File: src/rtl/mshr_pkg.sv
package mshr_pkg;

    localparam int LINE_W = 26;
    localparam int ID_W   = 4;
    localparam int OFF_W  = 3;
    localparam int DATA_W = 32;

    typedef logic [LINE_W-1:0] line_t;

    typedef struct packed {
        logic [ID_W-1:0]   id;
        logic              write;
        logic [OFF_W-1:0]  off;
        logic [DATA_W-1:0] wdata;
    } target_t;

    typedef enum logic [1:0] {
        ST_FREE  = 2'd0,
        ST_WAIT  = 2'd1,
        ST_PEND  = 2'd2,
        ST_DRAIN = 2'd3
    } ent_state_e;

    function automatic int idx_width(int n);
        return (n > 1) ? $clog2(n) : 1;
    endfunction

endpackage

File: src/rtl/mshr_pick.sv
module mshr_pick #(
    parameter int N = 4,
    localparam int IW = (N > 1) ? $clog2(N) : 1
) (
    input  logic [N-1:0]  req,
    output logic          any,
    output logic [IW-1:0] idx
);
    always_comb begin
        any = 1'b0;
        idx = '0;
        for (int i = N - 1; i >= 0; i--) begin
            if (req[i]) begin
                any = 1'b1;
                idx = IW'(i);
            end
        end
    end
endmodule

File: src/rtl/mshr_lookup.sv
module mshr_lookup
    import mshr_pkg::*;
#(
    parameter int N = 4,
    localparam int IW = (N > 1) ? $clog2(N) : 1
) (
    input  logic [N-1:0]  occupied,
    input  line_t         ent_line [N],
    input  line_t         probe_line,
    output logic          hit,
    output logic [IW-1:0] hit_idx
);
    logic [N-1:0] match;

    genvar g;
    generate
        for (g = 0; g < N; g++) begin : g_cmp
            assign match[g] = occupied[g] && (ent_line[g] == probe_line);
        end
    endgenerate

    mshr_pick #(.N(N)) u_enc (
        .req (match),
        .any (hit),
        .idx (hit_idx)
    );
endmodule

File: src/rtl/mshr_entry.sv
module mshr_entry
    import mshr_pkg::*;
#(
    parameter int DEPTH = 4,
    localparam int PW = (DEPTH > 1) ? $clog2(DEPTH) : 1,
    localparam int CW = $clog2(DEPTH + 1)
) (
    input  logic          clk,
    input  logic          rst,
    input  logic          alloc,
    input  line_t         alloc_line,
    input  logic          push,
    input  target_t       push_tgt,
    input  logic          issued,
    input  logic          fill_hit,
    input  logic          pop,
    output ent_state_e    state,
    output line_t         line,
    output logic [CW-1:0] count,
    output target_t       head
);
    target_t       slots [DEPTH];
    logic [PW-1:0] rd_ptr;
    logic [PW-1:0] wr_ptr;

    assign head = slots[rd_ptr];

    always_ff @(posedge clk) begin
        if (rst) begin
            state  <= ST_FREE;
            line   <= '0;
            count  <= '0;
            rd_ptr <= '0;
            wr_ptr <= '0;
        end else begin
            unique case (state)
                ST_FREE: if (alloc) begin
                    state <= ST_WAIT;
                    line  <= alloc_line;
                end
                ST_WAIT:  if (issued)   state <= ST_PEND;
                ST_PEND:  if (fill_hit) state <= ST_DRAIN;
                ST_DRAIN: if (pop && !push && count == CW'(1)) state <= ST_FREE;
                default:  state <= ST_FREE;
            endcase
            if (push) begin
                wr_ptr <= (wr_ptr == PW'(DEPTH - 1)) ? '0 : wr_ptr + PW'(1);
            end
            if (pop) begin
                rd_ptr <= (rd_ptr == PW'(DEPTH - 1)) ? '0 : rd_ptr + PW'(1);
            end
            count <= count + CW'(push) - CW'(pop);
        end
    end

    always_ff @(posedge clk) begin
        if (push) slots[wr_ptr] <= push_tgt;
    end
endmodule

File: src/rtl/mshr_file.sv
module mshr_file
    import mshr_pkg::*;
#(
    parameter int ENTRIES   = 4,
    parameter int TGT_DEPTH = 4,
    localparam int IW = (ENTRIES > 1) ? $clog2(ENTRIES) : 1,
    localparam int CW = $clog2(TGT_DEPTH + 1)
) (
    input  logic              clk,
    input  logic              rst,
    input  logic              miss_valid,
    input  logic [LINE_W-1:0] miss_line,
    input  logic [ID_W-1:0]   miss_id,
    input  logic              miss_write,
    input  logic [OFF_W-1:0]  miss_off,
    input  logic [DATA_W-1:0] miss_wdata,
    output logic              miss_accept,
    output logic              miss_is_secondary,
    output logic              stall_file_full,
    output logic              stall_tgt_full,
    output logic              issue_valid,
    output logic [LINE_W-1:0] issue_line,
    input  logic              issue_ready,
    input  logic              fill_valid,
    input  logic [LINE_W-1:0] fill_line,
    output logic              replay_valid,
    output logic [LINE_W-1:0] replay_line,
    output logic [ID_W-1:0]   replay_id,
    output logic              replay_write,
    output logic [OFF_W-1:0]  replay_off,
    output logic [DATA_W-1:0] replay_wdata
);
    ent_state_e   ent_state [ENTRIES];
    line_t        ent_line  [ENTRIES];
    logic [CW-1:0] ent_cnt  [ENTRIES];
    target_t      ent_head  [ENTRIES];

    logic [ENTRIES-1:0] occupied, free_vec, wait_vec, drain_vec;
    logic               hit, free_any, wait_any, drain_any;
    logic [IW-1:0]      hit_idx, free_idx, wait_idx, drain_idx;
    logic               room_left;
    target_t            in_tgt;

    // Fetch selection is held while memory applies back pressure.
    logic               held;
    logic [IW-1:0]      held_idx;
    logic [IW-1:0]      issue_idx;

    assign in_tgt = '{id: miss_id, write: miss_write, off: miss_off, wdata: miss_wdata};

    genvar g;
    generate
        for (g = 0; g < ENTRIES; g++) begin : g_vec
            assign occupied[g]  = (ent_state[g] != ST_FREE);
            assign free_vec[g]  = (ent_state[g] == ST_FREE);
            assign wait_vec[g]  = (ent_state[g] == ST_WAIT);
            assign drain_vec[g] = (ent_state[g] == ST_DRAIN);
        end
    endgenerate

    mshr_lookup #(.N(ENTRIES)) u_lookup (
        .occupied   (occupied),
        .ent_line   (ent_line),
        .probe_line (miss_line),
        .hit        (hit),
        .hit_idx    (hit_idx)
    );

    mshr_pick #(.N(ENTRIES)) u_pick_free (
        .req (free_vec), .any (free_any), .idx (free_idx)
    );

    mshr_pick #(.N(ENTRIES)) u_pick_wait (
        .req (wait_vec), .any (wait_any), .idx (wait_idx)
    );

    mshr_pick #(.N(ENTRIES)) u_pick_drain (
        .req (drain_vec), .any (drain_any), .idx (drain_idx)
    );

    assign room_left         = (32'(ent_cnt[hit_idx]) < TGT_DEPTH);
    assign miss_is_secondary = miss_valid && hit;
    assign miss_accept       = miss_valid && (hit ? room_left : free_any);
    assign stall_tgt_full    = miss_valid && hit && !room_left;
    assign stall_file_full   = miss_valid && !hit && !free_any;

    assign issue_idx   = held ? held_idx : wait_idx;
    assign issue_valid = held || wait_any;
    assign issue_line  = ent_line[issue_idx];

    always_ff @(posedge clk) begin
        if (rst) begin
            held     <= 1'b0;
            held_idx <= '0;
        end else begin
            held     <= issue_valid && !issue_ready;
            held_idx <= issue_idx;
        end
    end

    generate
        for (g = 0; g < ENTRIES; g++) begin : g_ent
            logic do_alloc, do_push, do_issue, do_fill, do_pop;
            assign do_alloc = miss_accept && !hit && (free_idx == IW'(g));
            assign do_push  = miss_accept && (hit ? (hit_idx == IW'(g)) : (free_idx == IW'(g)));
            assign do_issue = issue_valid && issue_ready && (issue_idx == IW'(g));
            assign do_fill  = fill_valid && (ent_state[g] == ST_PEND) && (ent_line[g] == fill_line);
            assign do_pop   = drain_any && (drain_idx == IW'(g));

            mshr_entry #(.DEPTH(TGT_DEPTH)) u_entry (
                .clk        (clk),
                .rst        (rst),
                .alloc      (do_alloc),
                .alloc_line (miss_line),
                .push       (do_push),
                .push_tgt   (in_tgt),
                .issued     (do_issue),
                .fill_hit   (do_fill),
                .pop        (do_pop),
                .state      (ent_state[g]),
                .line       (ent_line[g]),
                .count      (ent_cnt[g]),
                .head       (ent_head[g])
            );
        end
    endgenerate

    assign replay_valid = drain_any;
    assign replay_line  = ent_line[drain_idx];
    assign replay_id    = ent_head[drain_idx].id;
    assign replay_write = ent_head[drain_idx].write;
    assign replay_off   = ent_head[drain_idx].off;
    assign replay_wdata = ent_head[drain_idx].wdata;
endmodule

File: config.mk
export PLATFORM = sky130hd
export DESIGN_NAME = mshr_file
export DESIGN_NICKNAME = d
export VERILOG_FILES = /design/src/rtl/mshr_pkg.sv /design/src/rtl/mshr_pick.sv /design/src/rtl/mshr_lookup.sv /design/src/rtl/mshr_entry.sv /design/src/rtl/mshr_file.sv
export SDC_FILE = /design/constraint.sdc
export NUM_CORES = 1
export LEC_CHECK = 0
export CAP_MARGIN = 20
export CORE_UTILIZATION = 40
export DETAILED_ROUTE_END_ITERATION = 8
export MAX_ROUTING_LAYER = met4
export PLACE_DENSITY = 0.6
export SYNTH_ARGS = -nofsm -noshare
export SYNTH_HDL_FRONTEND = slang
export SYNTH_SLANG_ARGS = --single-unit
File: constraint.sdc
create_clock -name clk -period 5.7 [get_ports clk]
set_input_delay 0.855 -clock clk [delete_from_list [all_inputs] [get_ports clk]]
set_output_delay 0.855 -clock clk [all_outputs]
set_load 0.02 [all_outputs]
## Word-level counts from Yosys, hierarchy flattened

Memory sizes are Yosys's and may differ from the RTL's. A register that Yosys moved wholly into a read port is not among the register bits.
Cells that the tools add are included.

- Flip-flop bits (word level): 143
- Memory bits (writable): 640
- Bits of input ports: 97
- Output and inout bits: 98
- Memories kept: 4

- Add/subtract/negate cells: 16
- Order comparisons: 4
- Eq/ne operators: 60
- Muxes and demuxes: 94
- Bitwise gates (word level): 3
- Reductions and logical operators: 73

Memories:

| memory | depth | width | read ports | clocked after Yosys merged registers in | write ports | RTL line | RTL |
|---|---|---|---|---|---|---|---|
| g_ent[0].u_entry.slots | 4 | 40 | 1 | 1 | 1 | mshr_entry.sv:22 | `target_t slots [DEPTH];` |
| g_ent[1].u_entry.slots | 4 | 40 | 1 | 1 | 1 | mshr_entry.sv:22 |  |
| g_ent[2].u_entry.slots | 4 | 40 | 1 | 1 | 1 | mshr_entry.sv:22 |  |
| g_ent[3].u_entry.slots | 4 | 40 | 1 | 1 | 1 | mshr_entry.sv:22 |  |

Operators by type and width:

| operator | number |
|---|---|
| $eq A26 B26 Y1 | 8 |
| $bmux W26 S2 | 2 |
| $mux W26 | 4 |
| $mux W2 | 49 |
| $bmux W40 S2 | 1 |
| $mux W40 | 2 |
| $eq A2 B2 Y1 const B | 24 |
| $logic_and A1 B1 Y1 | 44 |
| $pmux W2 S4 | 4 |
| $mux W1 | 29 |
| $add A2 B1 Y2 const B | 8 |
| $eq A2 B1 Y1 const B | 8 |
| $logic_not A2 Y1 | 8 |
| $ne A2 B1 Y1 const B | 8 |
| $ne A2 B2 Y1 const B | 8 |
| $reduce_and A4 Y1 | 4 |
| $add A3 B1 Y3 | 4 |
| $eq A3 B1 Y1 const B | 4 |
| $sub A3 B1 Y3 | 4 |
| $ge A3 B3 Y1 const B | 3 |
| $not A2 Y3 | 3 |
| $logic_not A1 Y1 | 8 |
| $reduce_and A2 Y1 | 4 |
| $reduce_bool A2 Y1 | 4 |
| other kinds (4) | 5 |

## Logic depth before layout (Yosys ltp)

Gate-level depths: netlist (run 1).

- Word-level depth: 19
- Mapped depth: 15
- Mapped depth without buffers: 14

## Modules after synthesis

Synthesis (run 1) repeated with hierarchy kept, for this count alone.

- Cell total of the unflattened synthesis: 2070
- Area total of the unflattened synthesis: 34388.0 um^2

Modules (own cells, without submodules):

| module | times used | cells each | area each (um^2) | sequential area each (um^2) |
|---|---|---|---|---|
| mshr_entry at g_ent[0].u_entry ... | 2 | 387 | 7258.2 | 5545.3 |
| mshr_entry at g_ent[1].u_entry | 1 | 386 | 7268.2 | 5545.3 |
| mshr_entry at g_ent[3].u_entry | 1 | 386 | 7252.0 | 5545.3 |
| mshr_file | 1 | 330 | 3798.6 | 60.1 |
| mshr_lookup | 1 | 166 | 1412.6 | 0.0 |
| mshr_pick | 4 | 7 | 35.0 | 0.0 |

## Least setup slack after synthesis (run 1)

Ideal clock, no wire load.

- Kind: input to register
- From: input miss_line[0]
- To: memory g_ent[0].u_entry.slots[0][0] (netlist name), enable pin
- Setup time: 0.442 ns
- Arrival: 4.350 ns
- Required time: 5.258 ns
- Path slack: 0.908 ns
- Stages on the path: 8
- Path buffers: 1
- Cell sequence: buf_2 -> xor2_1 -> nor4_1 -> nand4_1 -> nor4_4 -> nand3_1 -> a21boi_1 -> nor2b_1

- Word-level cells in the longest chain between the ends: 16

RTL lines:

| item | RTL line | RTL |
|---|---|---|
| from (decl) | mshr_file.sv:12 | `input logic [LINE_W-1:0] miss_line,` |
| $eq A26 B26 Y1 | mshr_lookup.sv:18 | `assign match[g] = occupied[g] && (ent_line[g] == probe_line);` |
| $logic_and A1 B1 Y1 | mshr_lookup.sv:18 |  |
| $mux W2 (4 in series) | mshr_pick.sv:13 | `if (req[i]) begin` |
| $not A2 Y3 (implied by the code) | mshr_file.sv:81 | `assign room_left = (32'(ent_cnt[hit_idx]) < TGT_DEPTH);` |
| $bmux W3 S2 | mshr_file.sv:81 |  |
| $mux W3 (implied by the code) (2 in series) | mshr_file.sv:81 |  |
| $lt A3 B3 Y1 | mshr_file.sv:81 |  |
| $mux W1 | mshr_file.sv:83 | `assign miss_accept = miss_valid && (hit ? room_left : free_any);` |
| $logic_and A1 B1 Y1 | mshr_file.sv:83 |  |
| $logic_and A1 B1 Y1 * | mshr_file.sv:105 | `assign do_push = miss_accept && (hit ? (hit_idx == IW'(g)) : (free_idx == IW'(g)));` |
| $mux W1 * | mshr_entry.sv:57 | `if (push) slots[wr_ptr] <= push_tgt;` |
| $mux W1 (implied by the code) * | mshr_entry.sv:57 |  |
| to (decl) | mshr_entry.sv:22 |  |

Every way passes the cells marked *; elsewhere a longest branch is shown, timed or not. The select of a mux whose other input is x is not followed.

## Final worst setup path (run 1)

- From: input miss_line[3]
- To: output stall_tgt_full

- Word-level cells in the longest chain between the ends: 13

RTL lines:

| item | RTL line | RTL |
|---|---|---|
| $eq A26 B26 Y1 | mshr_lookup.sv:18 |  |
| $logic_and A1 B1 Y1 | mshr_lookup.sv:18 |  |
| $mux W2 (4 in series) | mshr_pick.sv:13 |  |
| $not A2 Y3 (implied by the code) | mshr_file.sv:81 |  |
| $bmux W3 S2 | mshr_file.sv:81 |  |
| $mux W3 (implied by the code) (2 in series) | mshr_file.sv:81 |  |
| $lt A3 B3 Y1 | mshr_file.sv:81 |  |
| $logic_not A1 Y1 | mshr_file.sv:84 | `assign stall_tgt_full = miss_valid && hit && !room_left;` |
| $logic_and A1 B1 Y1 * | mshr_file.sv:84 |  |
| to (decl) | mshr_file.sv:20 | `output logic stall_tgt_full,` |

Marks and branches as above.

==> results of run 1 <==
[placed cells by master, fill, tap and decap left out, drive strengths merged, types with 2 or more instances in the layout]
master / count
xnor2: 100
nor2: 109
or4: 2
and2: 14
a21oi: 38
clkdlybuf4s50: 193
clkinvlp: 3
a31oi: 28
nand2: 154
a21boi: 5
buf: 78
o31ai: 3
nand4: 34
nor2b: 12
ha: 44
fa: 4
mux2i: 155
edfxtp: 640
nor4: 37
mux4: 160
a211oi: 2
o211ai: 6
xor2: 116
clkinv: 41
dfxtp: 151
diode: 8
and3: 30
inv: 45
o31a: 4
nand3: 38
nor3: 11
bufinv: 4
o41ai: 4
a22oi: 67
or3: 3
clkbuf: 107
o21ai: 74
[where the power goes]
part	total [mW]	leakage (nW)	switching, mW	internal (mW)
sequential	7.00	7.01	0.297	6.70
clock	5.32	1.29	2.31	3.02
combinational	3.62	5.45	2.18	1.43
[final cells by class]
type | instances | area, um^2
clock inverter | 47 | 429
tap | 1144 | 1430
fill | 7354 | 44400
antenna | 8 | 20.0
multi-input combinational | 1269 | 11500
clock buffer | 107 | 2260
timing repair buffer | 271 | 2780
sequential | 791 | 22300
inverter | 46 | 175
[tightest hold or removal path, stage by stage, from the launching register on]
cell and delay (ns):
dfxtp_1 0.31, nand2_1 0.05, a21oi_1 0.07
[final timing paths]
path	slack, ns	from	end
setup / recovery	0.15	miss_line[3]	stall_tgt_full
hold / removal	0.48	g_ent[3].u_entry.rd_ptr[1]	register
setup reg to reg	1.53	g_ent[0].u_entry.line[5]	g_ent[2].u_entry.count[2]
hold reg to reg	0.48	g_ent[3].u_entry.rd_ptr[1]	register
[through the flow]
step,power [mW],utilization,hold WS (ns),instances,setup slack (ns)
6_report,15.9,0.479,0.480,3683,0.151
5_1_grt,16.5,0.479,0.520,3681,0.00948
4_1_cts,16.1,0.479,0.477,3674,0.165
3_5_place_dp,10.7,0.447,0.473,3520,0.183
3_3_place_gp,10.7,0.447,0.459,3519,0.246
2_1_floorplan,9.04,-,0.454,2260,0.908
[cells by family (layout without fill, tap and decap cells)]
family / after synthesis / after routing
adders and majority gates: 48 / 48
other: 0 / 8
muxes: 315 / 315
buffers and inverters: 200 / 471
and+or+nand+nor: 448 / 448
xor gates and xnor gates: 216 / 216
AOI/OAI and AO/OA: 242 / 242
DFF: 791 / 791
[state kept, by name, summed over array words and instances (netlist names), named ones only]
signal / cells
g_ent.u_entry.wr_ptr: 8
g_ent.u_entry.count: 12
g_ent.u_entry.state: 8
g_ent.u_entry.rd_ptr: 8
g_ent.u_entry.line: 104
held_idx: 2
held: 1
g_ent.u_entry.slots: 640
[layer usage]
metal	share of wire	track usage	wire length (um)	vias up
met2	0.50	0.399	50600	801
li1	-	-	-	9044
met1	0.41	0.304	41000	10800
met3	0.065	0.0369	6570	156
met4	0.028	0.0713	2850	0
met5	0	-	0	-
==> results.py, run 1 <==
metrics = {
    "run_status": {
        "status": "completed",
    },
    "clock_network": {
        "cts.clk_slew.worst_paths_ns": 0.06,
        "numCtsBuffers": 86,
        "cts_tree": "yes",
        "cts.sinks": 791,
        "post_cts_resized": 0,
        "cts_hold_buf": 0,
        "htreeDepth": 3,
        "post_cts_buffers": 0,
        "worstSkewPairLatency_ns": 0.65,
        "cts.path.max_buffers": 3,
        "cts_root_buffer": "clkbuf_16",
    },
    "timing": {
        "skew_ns": 0.0478,
        "fin_crit_ns": 5.55,
        "maxClockFrequency_mhz": 180,
        "tightest_slew_ns": 1.08,
        "setup_viol": 0,
        "slew_headroom": 0.282,
        "setup-tns-final_ns": 0,
        "finalMaxSlewViolations": 0,
        "fin_crit_sh": 0.973,
        "rsz0062_at_grt": "no",
        "finalHoldViolations": 0,
    },
    "synth": {
        "yosys.area_share.simple": 0.0623,
        "synth_edf_count": 640,
        "syn_area_per_cell_um2": 15.3,
        "syn_area_mm2": 0.0345,
        "synth_common_cells": "edfxtp_1 (640), mux4_2 (160), mux2i_1 (155), nand2_1 (154), dfxtp_1 (151)",
        "synth_xor_xnor_area_share": 0.0548,
        "yosys.area.top_type": "edfxtp_1",
        "synth.area.top_cells": "edfxtp_1 (56%), mux4_2 (10%), dfxtp_1 (8.8%)",
        "postSynthCellCount": 2260,
        "asyncSetResetFlopFracSynth": 0,
        "yosysMostFrequentCell": "edfxtp_1",
        "ys_seq_area_frac": 0.645,
        "syn_nets": 2405,
        "synth.mux.area_fraction": 0.149,
        "synth_compound_area_frac": 0.0461,
        "synth_ff_type": "edfxtp_1",
        "yosys_register_bits": 791,
        "synth_top_area_share": 0.557,
        "synth-warning-count": 0,
        "synthAdderAreaFrac": 0.0183,
        "synth.distinct_cells": 62,
        "synth_top_family_by_area": "multiplexers",
    },
    "power_and_ir_drop": {
        "p_per_area_mw_per_mm2": 390,
        "irDropWorstVdd_mv": 0.296,
        "p_leak_nw": 13.8,
    },
    "global_route": {
        "antenna_found_initial": 6,
        "grt_pass1_vias": 21300,
        "grt_max_degree": 60,
        "grt_util_all_layers": 0.240,
        "gr-total-overflow": 0,
        "grt_pass1_wl_um": 147000,
    },
    "floorplanning": {
        "fp.dieH_um": 296,
        "ios": 195,
        "dieWidth_um": 296,
        "core_area_mm2": 0.0853,
        "die_area_mm2": 0.0874,
        "initial_core_util": 0.405,
        "rows": 107,
    },
    "worst_setup_path": {
        "worst-path-buf-inv": 4,
        "start_kind": "primary input",
        "ff2ff_path_depth": 12,
        "critPathMaxFanout": 8,
        "worstPathRequired_ns": 4.85,
        "crit_slowest_cell": "clkdlybuf4s50_1",
        "cp_num_cells": 11,
        "cpLargestDelayFamily": "buffers and inverters",
        "cpPeakStageDelay_ns": 0.66,
        "cp-end-kind": "output pin",
        "critPathKind": "in -> out",
        "critical_path.cell_chain": "clkdlybuf4s50_1 > xor2_1 > nor4_1 > buf_4 > nand4_1 > nor4_4 > nor2_1 > a21boi_0 > a21boi_0 > buf_4 > clkdlybuf4s50_1",
        "arrival_ns": 4.69,
    },
    "drt": {
        "drc": 0,
        "first_iter_violations": 1726,
        "vias_per_cell": 5.64,
        "wirelength_um": 101000,
        "wl_per_cell_um": 27.4,
        "ant_nets": 0,
        "vias": 20800,
        "firstDrtPassIters": 5,
    },
    "placement": {
        "placed_cell_area_mm2": 0.0381,
        "portBuffers": 194,
        "place.detailed.hpwl_um": 63900,
        "place_congestion": 0.988,
    },
    "finish": {
        "final_nets": 2610,
        "area_growth_pct": 18.5,
        "fin_area_mm2": 0.0409,
        "drive_gt1_frac": 0.156,
    },
    "worst_hold_path": {
        "worstHoldPathType": "reg -> reg",
        "hold_depth": 2,
    },
    "run": {
        "cap_viol_max_count": 0,
    },
}
Power figures use the tool's default switching activity.
==> inputs of run 2 (changes only) <==
--- a/config.mk
+++ b/config.mk
@@ -6,10 +6,10 @@
 export NUM_CORES = 1
 export LEC_CHECK = 0
 export CAP_MARGIN = 20
-export CORE_UTILIZATION = 40
+export CORE_UTILIZATION = 60
 export DETAILED_ROUTE_END_ITERATION = 8
 export MAX_ROUTING_LAYER = met4
-export PLACE_DENSITY = 0.6
+export PLACE_DENSITY = 0.83
 export SYNTH_ARGS = -nofsm -noshare
 export SYNTH_HDL_FRONTEND = slang
 export SYNTH_SLANG_ARGS = --single-unit
==> run 2 against run 1 <==
Effect of this change: sequential power up 0.6%; design area down 1.3%; register-to-register slack better by 0.13 ns; clock-buffer cell count down 6; largest power group unchanged; wire length up 9.4%; core utilization up 23 points; global-route usage up 15 points; worst setup slack better by 0.0081 ns; cell count down 11%; clock power down 1%; die area down 33%.
==> results.py, run 2 (same netlist as run 1, synthesis figures left out) <==
metrics = {
    "run_status": {
        "status": "completed",
    },
    "worst_setup_path": {
        "critPathLaunch": "miss_line[25]",
        "critical_path.cell_chain": "clkdlybuf4s50_1 > xor2_1 > nor4_1 > nand4_1 > nor4_1 > nor2_1 > a21boi_0 > a21boi_0 > buf_4 > clkdlybuf4s50_1",
        "reg2reg_slack_ns": 1.66,
        "worstPathRequired_ns": 4.85,
        "r2r_end": "g_ent[1].u_entry.count[2]",
        "crit_slowest_cell": "clkdlybuf4s50_1",
        "ff2ff_path_depth": 14,
        "critPathKind": "in -> out",
        "cpPeakStageDelay_ns": 0.64,
        "arrival_ns": 4.69,
        "cp-end-kind": "output pin",
        "r2r-start": "g_ent[2].u_entry.state[0]",
        "start_kind": "primary input",
        "cpLargestDelayFamily": "simple AND/OR/NAND/NOR gates",
        "worst-path-buf-inv": 3,
        "critPathMaxFanout": 8,
    },
    "finish": {
        "n_fill_cell": 3394,
        "reg.largest.list": "g_ent.u_entry.slots: 640 flops, g_ent.u_entry.line: 104 flops, g_ent.u_entry.count: 12 flops",
        "largest-register": "g_ent.u_entry.slots",
        "mostFrequentLayoutCells": "edfxtp_1 (640), clkdlybuf4s50_1 (193), mux4_2 (160), mux2i_1 (155), nand2_1 (154)",
        "final_nets": 2609,
        "register_area_mm2": 0.0223,
        "area_growth_pct": 16.9,
        "drive_gt1_frac": 0.161,
        "multi_input_area_mm2": 0.0115,
        "largest_reg_flops": 640,
        "final_common_cell": "edfxtp_1",
    },
    "timing": {
        "setup_viol": 0,
        "setup-tns-final_ns": 0,
        "finalMaxSlewViolations": 0,
        "setup_slack_ns": 0.159,
        "skew_ns": 0.0350,
        "slew_headroom": 0.269,
        "rsz0062_at_grt": "no",
        "fin_crit_sh": 0.972,
        "maxClockFrequency_mhz": 180,
        "fin_crit_ns": 5.54,
        "finalHoldViolations": 0,
        "tightest_slew_ns": 1.10,
    },
    "floorplanning": {
        "ios": 195,
        "core_area_mm2": 0.0566,
        "die_area_mm2": 0.0585,
        "dieWidth_um": 242,
        "rows": 87,
        "initial_core_util": 0.610,
        "fp.dieH_um": 242,
    },
    "worst_hold_path": {
        "hp-start": "g_ent[2].u_entry.rd_ptr[1]",
        "worstHoldPathType": "reg -> reg",
        "hold_depth": 2,
    },
    "power_and_ir_drop": {
        "p_leak_nw": 13.7,
        "p_per_area_mw_per_mm2": 396,
        "combinationalPowerShare": 0.231,
        "p_sw_frac": 0.306,
        "internal-power_mw": 11.1,
        "p_sw_mw": 4.90,
        "power_frac_seq": 0.440,
        "p_clk_frac": 0.329,
        "irDropWorstVdd_mv": 0.411,
    },
    "global_route": {
        "antenna_found_initial": 2,
        "grt_pass1_wl_um": 159000,
        "grt_max_degree": 75,
        "gr-total-overflow": 0,
        "grt_pass1_vias": 22200,
        "grt_util_all_layers": 0.391,
    },
    "clock_network": {
        "numCtsBuffers": 79,
        "cts.sinks": 791,
        "post_cts_buffers": 0,
        "htreeDepth": 3,
        "cts.path.max_buffers": 3,
        "worstSkewPairLatency_ns": 0.63,
        "cts_hold_buf": 0,
        "cts_root_buffer": "clkbuf_16",
        "cts.clk_slew.worst_paths_ns": 0.06,
        "post_cts_resized": 0,
        "cts_tree": "yes",
    },
    "run": {
        "cap_viol_max_count": 0,
    },
    "placement": {
        "place_congestion": 0.985,
        "place.detailed.hpwl_um": 66200,
        "preCtsSetupSlack_ns": 0.249,
        "portBuffers": 194,
    },
    "drt": {
        "vias": 22100,
        "first_iter_violations": 2985,
        "drc": 0,
        "wirelength_um": 111000,
        "firstDrtPassIters": 6,
        "ant_nets": 0,
        "vias_per_cell": 6.73,
        "wl_per_cell_um": 33.7,
    },
}
==> run 2: changes by cell type in the layout (fill, tap and decap cells not counted), sizes merged <==
cell    previous run  this run
buf               78        84
bufinv             4         6
clkbuf           107       101
clkinv            41        32
diode              8         2
inv               45        48
==> run 2: worst register-to-register path: stages (launching register included) <==
cell	delay (ns)
dfxtp_1	0.38
inv_1	0.08
ha_1	0.32
nor4_1	0.34
nand4_1	0.36
nor4_1	0.62
o31a_1	0.26
o2111a_1	0.24
or2_1	0.27
ha_1	0.19
inv_1	0.05
fa_1	0.39
xor2_1	0.18
xnor2_1	0.14
nor2_1	0.05
==> run 2: power by group through the flow <==
stage | clock (mW) | combinational (mW) | sequential (mW)
after global placement | 0 | 3.50 | 7.10
after global routing | 5.48 | 3.84 | 7.07
after floorplan | 0 | 2.04 | 7.00
after CTS | 5.28 | 3.65 | 7.05
after detailed placement | 0 | 3.59 | 7.14
final | 5.26 | 3.69 | 7.04
==> run 2: worst max-delay path by stage <==
stage | cells past startpoint | slack (ns) | to
global route | 10 | 0.03 | stall_tgt_full
floorplan | 8 | 0.91 | g_ent[0].u_entry.slots[0][0]
CTS | 10 | 0.24 | stall_tgt_full
finish | 10 | 0.16 | stall_tgt_full
detailed placement | 10 | 0.25 | stall_tgt_full
global placement | 10 | 0.25 | stall_tgt_full
==> run 2: metrics by stage <==
stage	area [um^2]	hold WS (ns)	instances	power [mW]	utilization
2_1_floorplan	34500	0.454	2260	9.04	-
3_3_place_gp	37700	0.460	3137	10.6	0.667
3_5_place_dp	37800	0.476	3138	10.7	0.667
4_1_cts	40300	0.499	3282	16.0	0.712
5_1_grt	40300	0.540	3285	16.4	0.713
6_report	40300	0.492	3285	16.0	0.713
==> run 2: final cells by class <==
type                    instances  share of cell area
well taps                     756              0.0234
clock inverters                43              0.0109
multi-input cells            1269               0.286
inverters                      46             0.00428
clock buffers                 101              0.0526
repair buffers                277              0.0713
flip-flops and latches        791               0.552
diodes                          2            0.000124
==> run 2: metal layers <==
metal,vias to the layer above,share of wire,GRT usage,routed length (um)
met1,11000,0.35,0.475,38400
met4,0,0.050,0.178,5580
met2,1765,0.51,0.653,56300
met5,-,0,-,0
met3,316,0.094,0.0556,10300
li1,9016,-,-,-
